[config.mk]
export PLATFORM = sky130hd
export DESIGN_NAME = kbl_link_top
export DESIGN_NICKNAME = d
export VERILOG_FILES = /design/src/rtl/kbl_pkg.sv /design/src/rtl/kbl_sync.sv /design/src/rtl/kbl_fifo.sv /design/src/rtl/kbl_link_top.sv
export SDC_FILE = /design/constraint.sdc
export NUM_CORES = 2
export LEC_CHECK = 0
export BUFFER_PORTS_ARGS = -buffer_cell sky130_fd_sc_hd__buf_2
export CAP_MARGIN = 20
export CORE_ASPECT_RATIO = 0.5
export CORE_UTILIZATION = 45
export DETAILED_ROUTE_END_ITERATION = 12
export GPL_TIMING_DRIVEN = 0
export SYNTH_ARGS = -nofsm -noshare
export SYNTH_HDL_FRONTEND = slang
export SYNTH_SLANG_ARGS = --single-unit
[constraint.sdc]
create_clock -name clk -period 4.36 [get_ports clk]
set_input_delay 0.218 -clock clk [delete_from_list [all_inputs] [get_ports clk]]
set_output_delay 0.218 -clock clk [all_outputs]
set_load 0.005 [all_outputs]
[src/rtl/kbl_pkg.sv]
package kbl_pkg;
  typedef enum logic [1:0] {
    ST_WAIT,
    ST_BITS,
    ST_PAR,
    ST_STOP
  } kbl_state_e;
endpackage

[src/rtl/kbl_sync.sv]
module kbl_sync #(
  parameter int   STAGES = 2,
  parameter logic INIT   = 1'b1
) (
  input  logic clk,
  input  logic rst,
  input  logic d,
  output logic q
);
  logic [STAGES-1:0] chain;

  always_ff @(posedge clk) begin
    if (rst) chain <= {STAGES{INIT}};
    else     chain <= {chain[STAGES-2:0], d};
  end

  assign q = chain[STAGES-1];
endmodule

[src/rtl/kbl_fifo.sv]
module kbl_fifo #(
  parameter int DW = 8,
  parameter int AW = 8
) (
  input  logic          clk,
  input  logic          rst,
  input  logic          push,
  input  logic [DW-1:0] din,
  input  logic          pop,
  output logic [DW-1:0] dout,
  output logic          empty
);
  localparam int DEPTH = 2 ** AW;

  logic [DW-1:0] mem [DEPTH];
  logic [AW-1:0] wr_ptr;
  logic [AW-1:0] rd_ptr;

  always_ff @(posedge clk) begin
    if (push) mem[wr_ptr] <= din;
  end

  always_ff @(posedge clk) begin
    if (rst) begin
      wr_ptr <= '0;
      rd_ptr <= '0;
    end else begin
      if (push)           wr_ptr <= wr_ptr + 1'b1;
      if (pop && !empty)  rd_ptr <= rd_ptr + 1'b1;
    end
  end

  assign empty = (wr_ptr == rd_ptr);
  assign dout  = mem[rd_ptr];
endmodule

[src/rtl/kbl_link_top.sv]
module kbl_link_top #(
  parameter int FRAME_BITS  = 8,
  parameter int FIFO_AW     = 8,
  parameter int SYNC_STAGES = 2
) (
  input  logic                  clk,
  input  logic                  rst,
  input  logic                  line_clk_i,
  input  logic                  line_dat_i,
  output logic                  ser_o,
  input  logic                  tx_push_i,
  input  logic [FRAME_BITS-1:0] tx_data_i,
  input  logic                  rx_pop_i,
  output logic [FRAME_BITS-1:0] rx_data_o,
  output logic                  rx_avail_o
);
  import kbl_pkg::*;

  localparam int CNT_W = $clog2(FRAME_BITS);
  localparam logic [CNT_W-1:0] LAST_BIT = CNT_W'(FRAME_BITS - 1);

  logic clk_s, dat_s, clk_d, fall;
  kbl_state_e state;
  logic [CNT_W-1:0] bit_cnt;
  logic [FRAME_BITS-1:0] rx_sh, tx_sh, tx_head;
  logic tx_real, ser_q, rx_push, tx_pop, tx_empty, rx_empty;

  kbl_sync #(.STAGES(SYNC_STAGES), .INIT(1'b1)) u_sync_clk (
    .clk(clk), .rst(rst), .d(line_clk_i), .q(clk_s));
  kbl_sync #(.STAGES(SYNC_STAGES), .INIT(1'b1)) u_sync_dat (
    .clk(clk), .rst(rst), .d(line_dat_i), .q(dat_s));

  assign fall    = clk_d & ~clk_s;
  assign rx_push = fall && (state == ST_PAR);
  assign tx_pop  = rx_push && tx_real;

  always_ff @(posedge clk) begin
    if (rst) begin
      clk_d   <= 1'b1;
      state   <= ST_WAIT;
      bit_cnt <= '0;
      rx_sh   <= '0;
      tx_sh   <= '1;
      tx_real <= 1'b0;
      ser_q   <= 1'b1;
    end else begin
      clk_d <= clk_s;
      if (fall) begin
        unique case (state)
          ST_WAIT: if (!dat_s) begin
            state   <= ST_BITS;
            bit_cnt <= '0;
            tx_sh   <= tx_empty ? '1 : tx_head;
            tx_real <= !tx_empty;
          end
          ST_BITS: begin
            rx_sh   <= {rx_sh[FRAME_BITS-2:0], dat_s};
            tx_sh   <= {tx_sh[FRAME_BITS-2:0], 1'b1};
            ser_q   <= tx_sh[FRAME_BITS-1];
            bit_cnt <= bit_cnt + 1'b1;
            if (bit_cnt == LAST_BIT) state <= ST_PAR;
          end
          ST_PAR: begin
            ser_q <= 1'b1;
            state <= ST_STOP;
          end
          ST_STOP: state <= ST_WAIT;
          default: state <= ST_WAIT;
        endcase
      end
    end
  end

  kbl_fifo #(.DW(FRAME_BITS), .AW(FIFO_AW)) u_rx_q (
    .clk(clk), .rst(rst), .push(rx_push), .din(rx_sh),
    .pop(rx_pop_i), .dout(rx_data_o), .empty(rx_empty));

  kbl_fifo #(.DW(FRAME_BITS), .AW(FIFO_AW)) u_tx_q (
    .clk(clk), .rst(rst), .push(tx_push_i), .din(tx_data_i),
    .pop(tx_pop), .dout(tx_head), .empty(tx_empty));

  assign ser_o      = ser_q;
  assign rx_avail_o = !rx_empty;
endmodule

* After elaboration in Yosys (flattened, before gate mapping)
Memories as Yosys holds them, arrays and structs flattened. A register that Yosys moved wholly into a read port is not among the register bits.
Index checks and enable logic that the tools add are counted.
Widths: inputs -> output; s select.
** Storage, ports and cells
- Flip-flop bits (word level) :: 60
- Memory bits (writable) :: 4096
- Output and inout port bits :: 10
- Logic and storage cells :: 62
- Memories kept :: 2
** Operators by class
- Add/sub/neg operators :: 5
- Eq/ne operators :: 8
- Multiplexer cells :: 17
- Bitwise logic cells :: 3
- Reduce and logical (&&, ||, !) cells :: 14
** Memory list
- u_rx_q.mem :: words 256, width 8, rd ports 1, clocked after memory_dff 1, wr ports 1, line kbl_fifo.sv:15 : logic [DW-1:0] mem [DEPTH];
- u_tx_q.mem :: words 256, width 8, rd ports 1, clocked after memory_dff 1, wr ports 1, line kbl_fifo.sv:15
** Operator list (number)
- $mux 8 :: 6
- $add 8x1->8 const B :: 4
- $eq 8x8->1 :: 2
- $pmux 8 s2 :: 1
- $reduce_and 3->1 :: 3
- $pmux 2 s4 :: 1
- $pmux 3 s2 :: 1
- $eq 2x2->1 const B :: 2
- $logic_and 1x1->1 :: 4
- $mux 1 :: 4
- $mux 2 :: 2
- $ne 2x2->1 const B :: 2
- $reduce_and 2->1 :: 2
- $reduce_bool 2->1 :: 2
- $add 3x1->3 const B :: 1
- $eq 3x3->1 const B :: 1
- $mux 3 :: 1
- $eq 2x1->1 const B :: 1
- $logic_not 1->1 :: 2
- $logic_not 2->1 :: 1
- $not 1->1 :: 2
- $pmux 1 s2 :: 1
- $and 1x1->1 :: 1

* Logic depth before layout (Yosys ltp)
- Depth after elaboration :: 7
- Depth in mapped cells :: 13
- Mapped depth without buffers :: 8

* Cells and area by module
A second synthesis with hierarchy kept.
** Unflattened totals
- Cell total of the unflattened synthesis :: 7741
- Area total of the unflattened synthesis :: 162295.7 um^2
** By module, submodules not included
- kbl_fifo :: times used 2, cells an instance 3808, area each 80568.5 um^2
- kbl_link_top :: times used 1, cells an instance 117, area each 1053.5 um^2
- kbl_sync :: times used 2, cells an instance 4, area each 52.6 um^2

* Worst setup path after synthesis
No wires, ideal clock.
- Path kind :: register to register
- From :: reg rx_sh[0]
- To :: mem u_rx_q.mem[0][0] (data pin)
- Data arrival time :: 3.412 ns
- Slack :: 0.089 ns
- Stages on the path, launching flop included :: 1
- Path buffers :: 0
- Cells stage by stage :: dfxtp_1
** RTL lines
- start: declaration :: line kbl_link_top.sv:25 : logic [FRAME_BITS-1:0] rx_sh, tx_sh, tx_head;
- start signal: assignment :: line kbl_link_top.sv:57 : rx_sh <= {rx_sh[FRAME_BITS-2:0], dat_s};
- end: declaration :: line kbl_fifo.sv:15
No word-level cell before the write port.

==> out/metrics.yaml <==
status:
  run_status: "finished, violations left"
  violations: "setup timing"
worst_setup_path:
  cp.arrival_ns: 4.32
  path_max_fanout: 10
  crit_path_end: "rx_data_o[2]"
  critPathRequiredTime_ns: 4.14
  crit_slowest_cell: "or4_4"
  worstPathCellList: "buf_12, buf_16, buf_12, mux4_2, mux4_2, a22oi_2, a21oi_2, or4_4, buf_6"
  r2r_slack_ns: -0.07
  start_kind: "register"
  path_depth: 9
  cp-end-kind: "output pin"
  crit_buf_inv: 4
  max_stage_delay_ns: 0.63
  path_delay_family: "multiplexers"
  r2r_end: "tx_sh[0]"
  path_class: "register to output pin"
  worst_r2r_path_depth: 12
layout:
  fill_cells: 27600
  fin_area_um2: 182000
  num-nets-final: 7748
  drive_above_1_share_pct: 27.7
  area_growth_pct: 13.4
  seq_area_um2: 125000
  final_common_cell: "edfxtp_1"
  final_cell_mix: "4096 x edfxtp_1, 1155 x mux4_2, 518 x nor2_1"
  multi_input_area_um2: 34300
floorplanning:
  initial_core_util_pct: 45.4
  fp.dieArea_um2: 359000
  die_y_um: 424
  die_w_um: 846
  num_rows: 154
  io-pin-count: 24
  core_um2: 353000
grt:
  globalRoute.totalOverflow: 0
  grt_pass1_vias: 78100
  antenna_found_initial: 18
  grt_usage_pct: 24.8
  grt_pass1_wl_um: 622000
  grt_max_degree: 161
timing:
  setup_violations: 14
  hold_viol: 0
  rsz0062_at_grt: "true"
  worst_slew_pin_slew_ns: 1.27
  fin_crit_ns: 4.54
  finalCritPeriodShare_pct: 104
  max_freq_mhz: 220
  fin_ws_ns: -0.179
  skew_ns: 0.0657
  drv_slew: 0
  relSlewSlack_pct: 15.6
  tns_ns: -1.40
  fin_hold_ws_ns: 0.0937
logic_synthesis:
  synthAdderAreaFrac_pct: 0.117
  synth_fp_nets: 7244
  ys.flop_type: "edfxtp_1"
  synthArstFlopShare_pct: 0
  synth_compound_area_share_pct: 1.80
  synth_simple_gate_area_share_pct: 2.38
  synth_xor_area_share_pct: 0.229
  synth_top_family_by_area: "multiplexers"
  seq_area_frac_synth_pct: 77.6
  yosysWarnings: 0
  synth_cell_types: 51
  postSynthCellCount: 7215
  synthesis.area_um2: 160000
  avgSynthCellArea_um2: 22.2
  synth-edff-count: 4096
  muxShareOfSynthArea_pct: 16.6
  synth-seq-cells: 4172
power_and_ir_drop:
  power_switching_mw: 15.6
  power_per_cell_area_nw_per_um2: 424
  power_frac_clock_pct: 42.7
  vdd_drop_max_uv: 350
  total_power_mw: 77.1
  p_comb_share_pct: 0.7
  internal_power_mw: 61.6
  power.share.switching_pct: 20.2
  power.leakage_nw: 54.4
  p_seq_share_pct: 56.6
cts:
  cts_max_path_buffers: 4
  clock_sinks: 4172
  clkTransAtPathRegs_ns: 0.07
  cts_tree: "done"
  clk_latency_ns: 0.95
  h-tree-depth: 5
  cts-buffers-inserted: 369
  cts-root-buf: "clkbuf_16"
routing:
  final_antenna_net_count: 0
  routed_wl_um: 452000
  dr.pass1.iters: 6
  routed_via_density: 6.22
  drc_errors: 0
  vias: 79400
  wl_per_cell_um: 35.4
  drt_iter0_markers: 11600
run:
  drv_cap: 0
placed_design:
  place.gp.congestion: 0.924
  io_buffers: 22
  post-place-ws_ns: -1.11
  dp_hpwl_um: 295000
  placed_cell_area_um2: 168000
worst_hold_path:
  hold_path.class: "input port to register"
worst min-delay path by stage:
stage | startpoint | endpoint | cells after the start
global placement | u_sync_clk.chain[0] | u_sync_clk.chain[1] | 1
CTS | line_dat_i | u_sync_dat.chain[0] | 3
finish | line_dat_i | u_sync_dat.chain[0] | 3
floorplan | tx_data_i[0] | u_tx_q.mem[0][0] | 0
global route | line_clk_i | u_sync_clk.chain[0] | 3
detailed placement | u_sync_clk.chain[0] | u_sync_clk.chain[1] | 1
sequential cells by signal, summed over array words and instances (netlist names), 2 cells and up, named ones only:
name / count
bit_cnt: 3
rx_sh: 8
state: 2
tx_sh: 8
u_rx_q.mem: 2048
u_rx_q.rd_ptr: 8
u_rx_q.wr_ptr: 8
u_sync_clk.chain: 2
u_sync_dat.chain: 2
u_tx_q.mem: 2048
u_tx_q.rd_ptr: 8
u_tx_q.wr_ptr: 8
cell families (layout without fill, tap and decap cells):
group | after synthesis | in the layout
muxes | 1212 | 1212
AOI/OAI and AO/OA | 431 | 431
xor gates and xnor gates | 42 | 42
and+or+nand+nor | 894 | 894
adders and majority gates | 15 | 15
other | 0 | 3
DFF | 4172 | 4172
buffers and inverters | 449 | 1247
power by group through the flow:
stage | Clock (mW) | Combinational [mW] | Sequential, mW
3_3_place_gp | 0 | 0.451 | 44.6
5_1_grt | 34.6 | 0.558 | 43.6
2_1_floorplan | 0 | 0.0718 | 44.6
6_report | 32.9 | 0.533 | 43.7
4_1_cts | 33.1 | 0.526 | 43.7
3_5_place_dp | 0 | 0.517 | 44.5
synth_stat cells, types with 3 or more instances:
library cell	n	area, um2
nor2_1	570	2140
o211ai_1	16	120
and3_1	6	37.5
dfxtp_1	76	1520
a211oi_1	14	105
a22oi_1	176	1320
o41ai_1	6	52.6
nand2_1	99	372
and2_1	11	68.8
mux2_2	6	67.6
a21oi_1	100	500
mux4_2	1155	26000
mux2i_1	51	510
o21ai_0	10	50.1
inv_1	15	56.3
buf_6	12	135
a31oi_1	11	68.8
or2_2	9	56.3
buf_2	89	445
nor4_1	11	68.8
nand4_1	16	100
edfxtp_1	4096	123000
or3_1	3	18.8
nor3_1	56	280
nor2b_1	26	163
o22a_1	6	52.6
o22ai_1	74	463
buf_4	37	278
nand2b_1	13	81.3
xnor2_1	9	78.8
buf_1	34	128
ha_1	15	188
nand3_1	50	250
or4_1	18	135
xor2_1	33	289
a221oi_1	5	43.8
a32o_1	4	40.0
clkbuf_1	262	983
per-layer routing:
metal | GRT usage (%) | vias to the layer above | share of wire (%)
li1 | - | 31400 | -
met1 | 35.8 | 43100 | 40
met2 | 37.9 | 4115 | 46
met3 | 5.68 | 764 | 9.7
met4 | 8.40 | 10 | 3.9
met5 | 0.275 | - | 0.044
final cells by class:
cell class                      instances  area share [%]
Sequential cell                      4172            68.5
Clock inverter                        213            1.09
Multi-Input combinational cell       2594            18.9
Inverter                               15          0.0309
Timing Repair Buffer                  142            1.27
Tap cell                             4758            3.27
Antenna cell                            3         0.00413
Buffer                                425            1.61
Clock buffer                          452            5.39
repair_timing:
action,in CTS,in global routing
endpoints found under the setup margin,25,339
gates resized for setup,356,117
gates cloned,4,1
hold buffers,13,0
endpoints found under the hold margin,966,0
pin swaps,24,12
buffers inserted,8,5
tightest hold or removal path, delay by kind of cell:
family                 cells  cell delay, ns
buffers and inverters      2            0.68
and+or+nand+nor            1            0.12
through the flow:
step | std cells | utilization [%]
final | 12800 | 51.5
after global routing | 12800 | 51.5
after CTS | 12800 | 51.4
after detailed placement | 12100 | 47.6
after global placement | 12000 | 47.1
after floorplan | 7215 | -
Note: power is estimated with default switching activity, not from simulation.
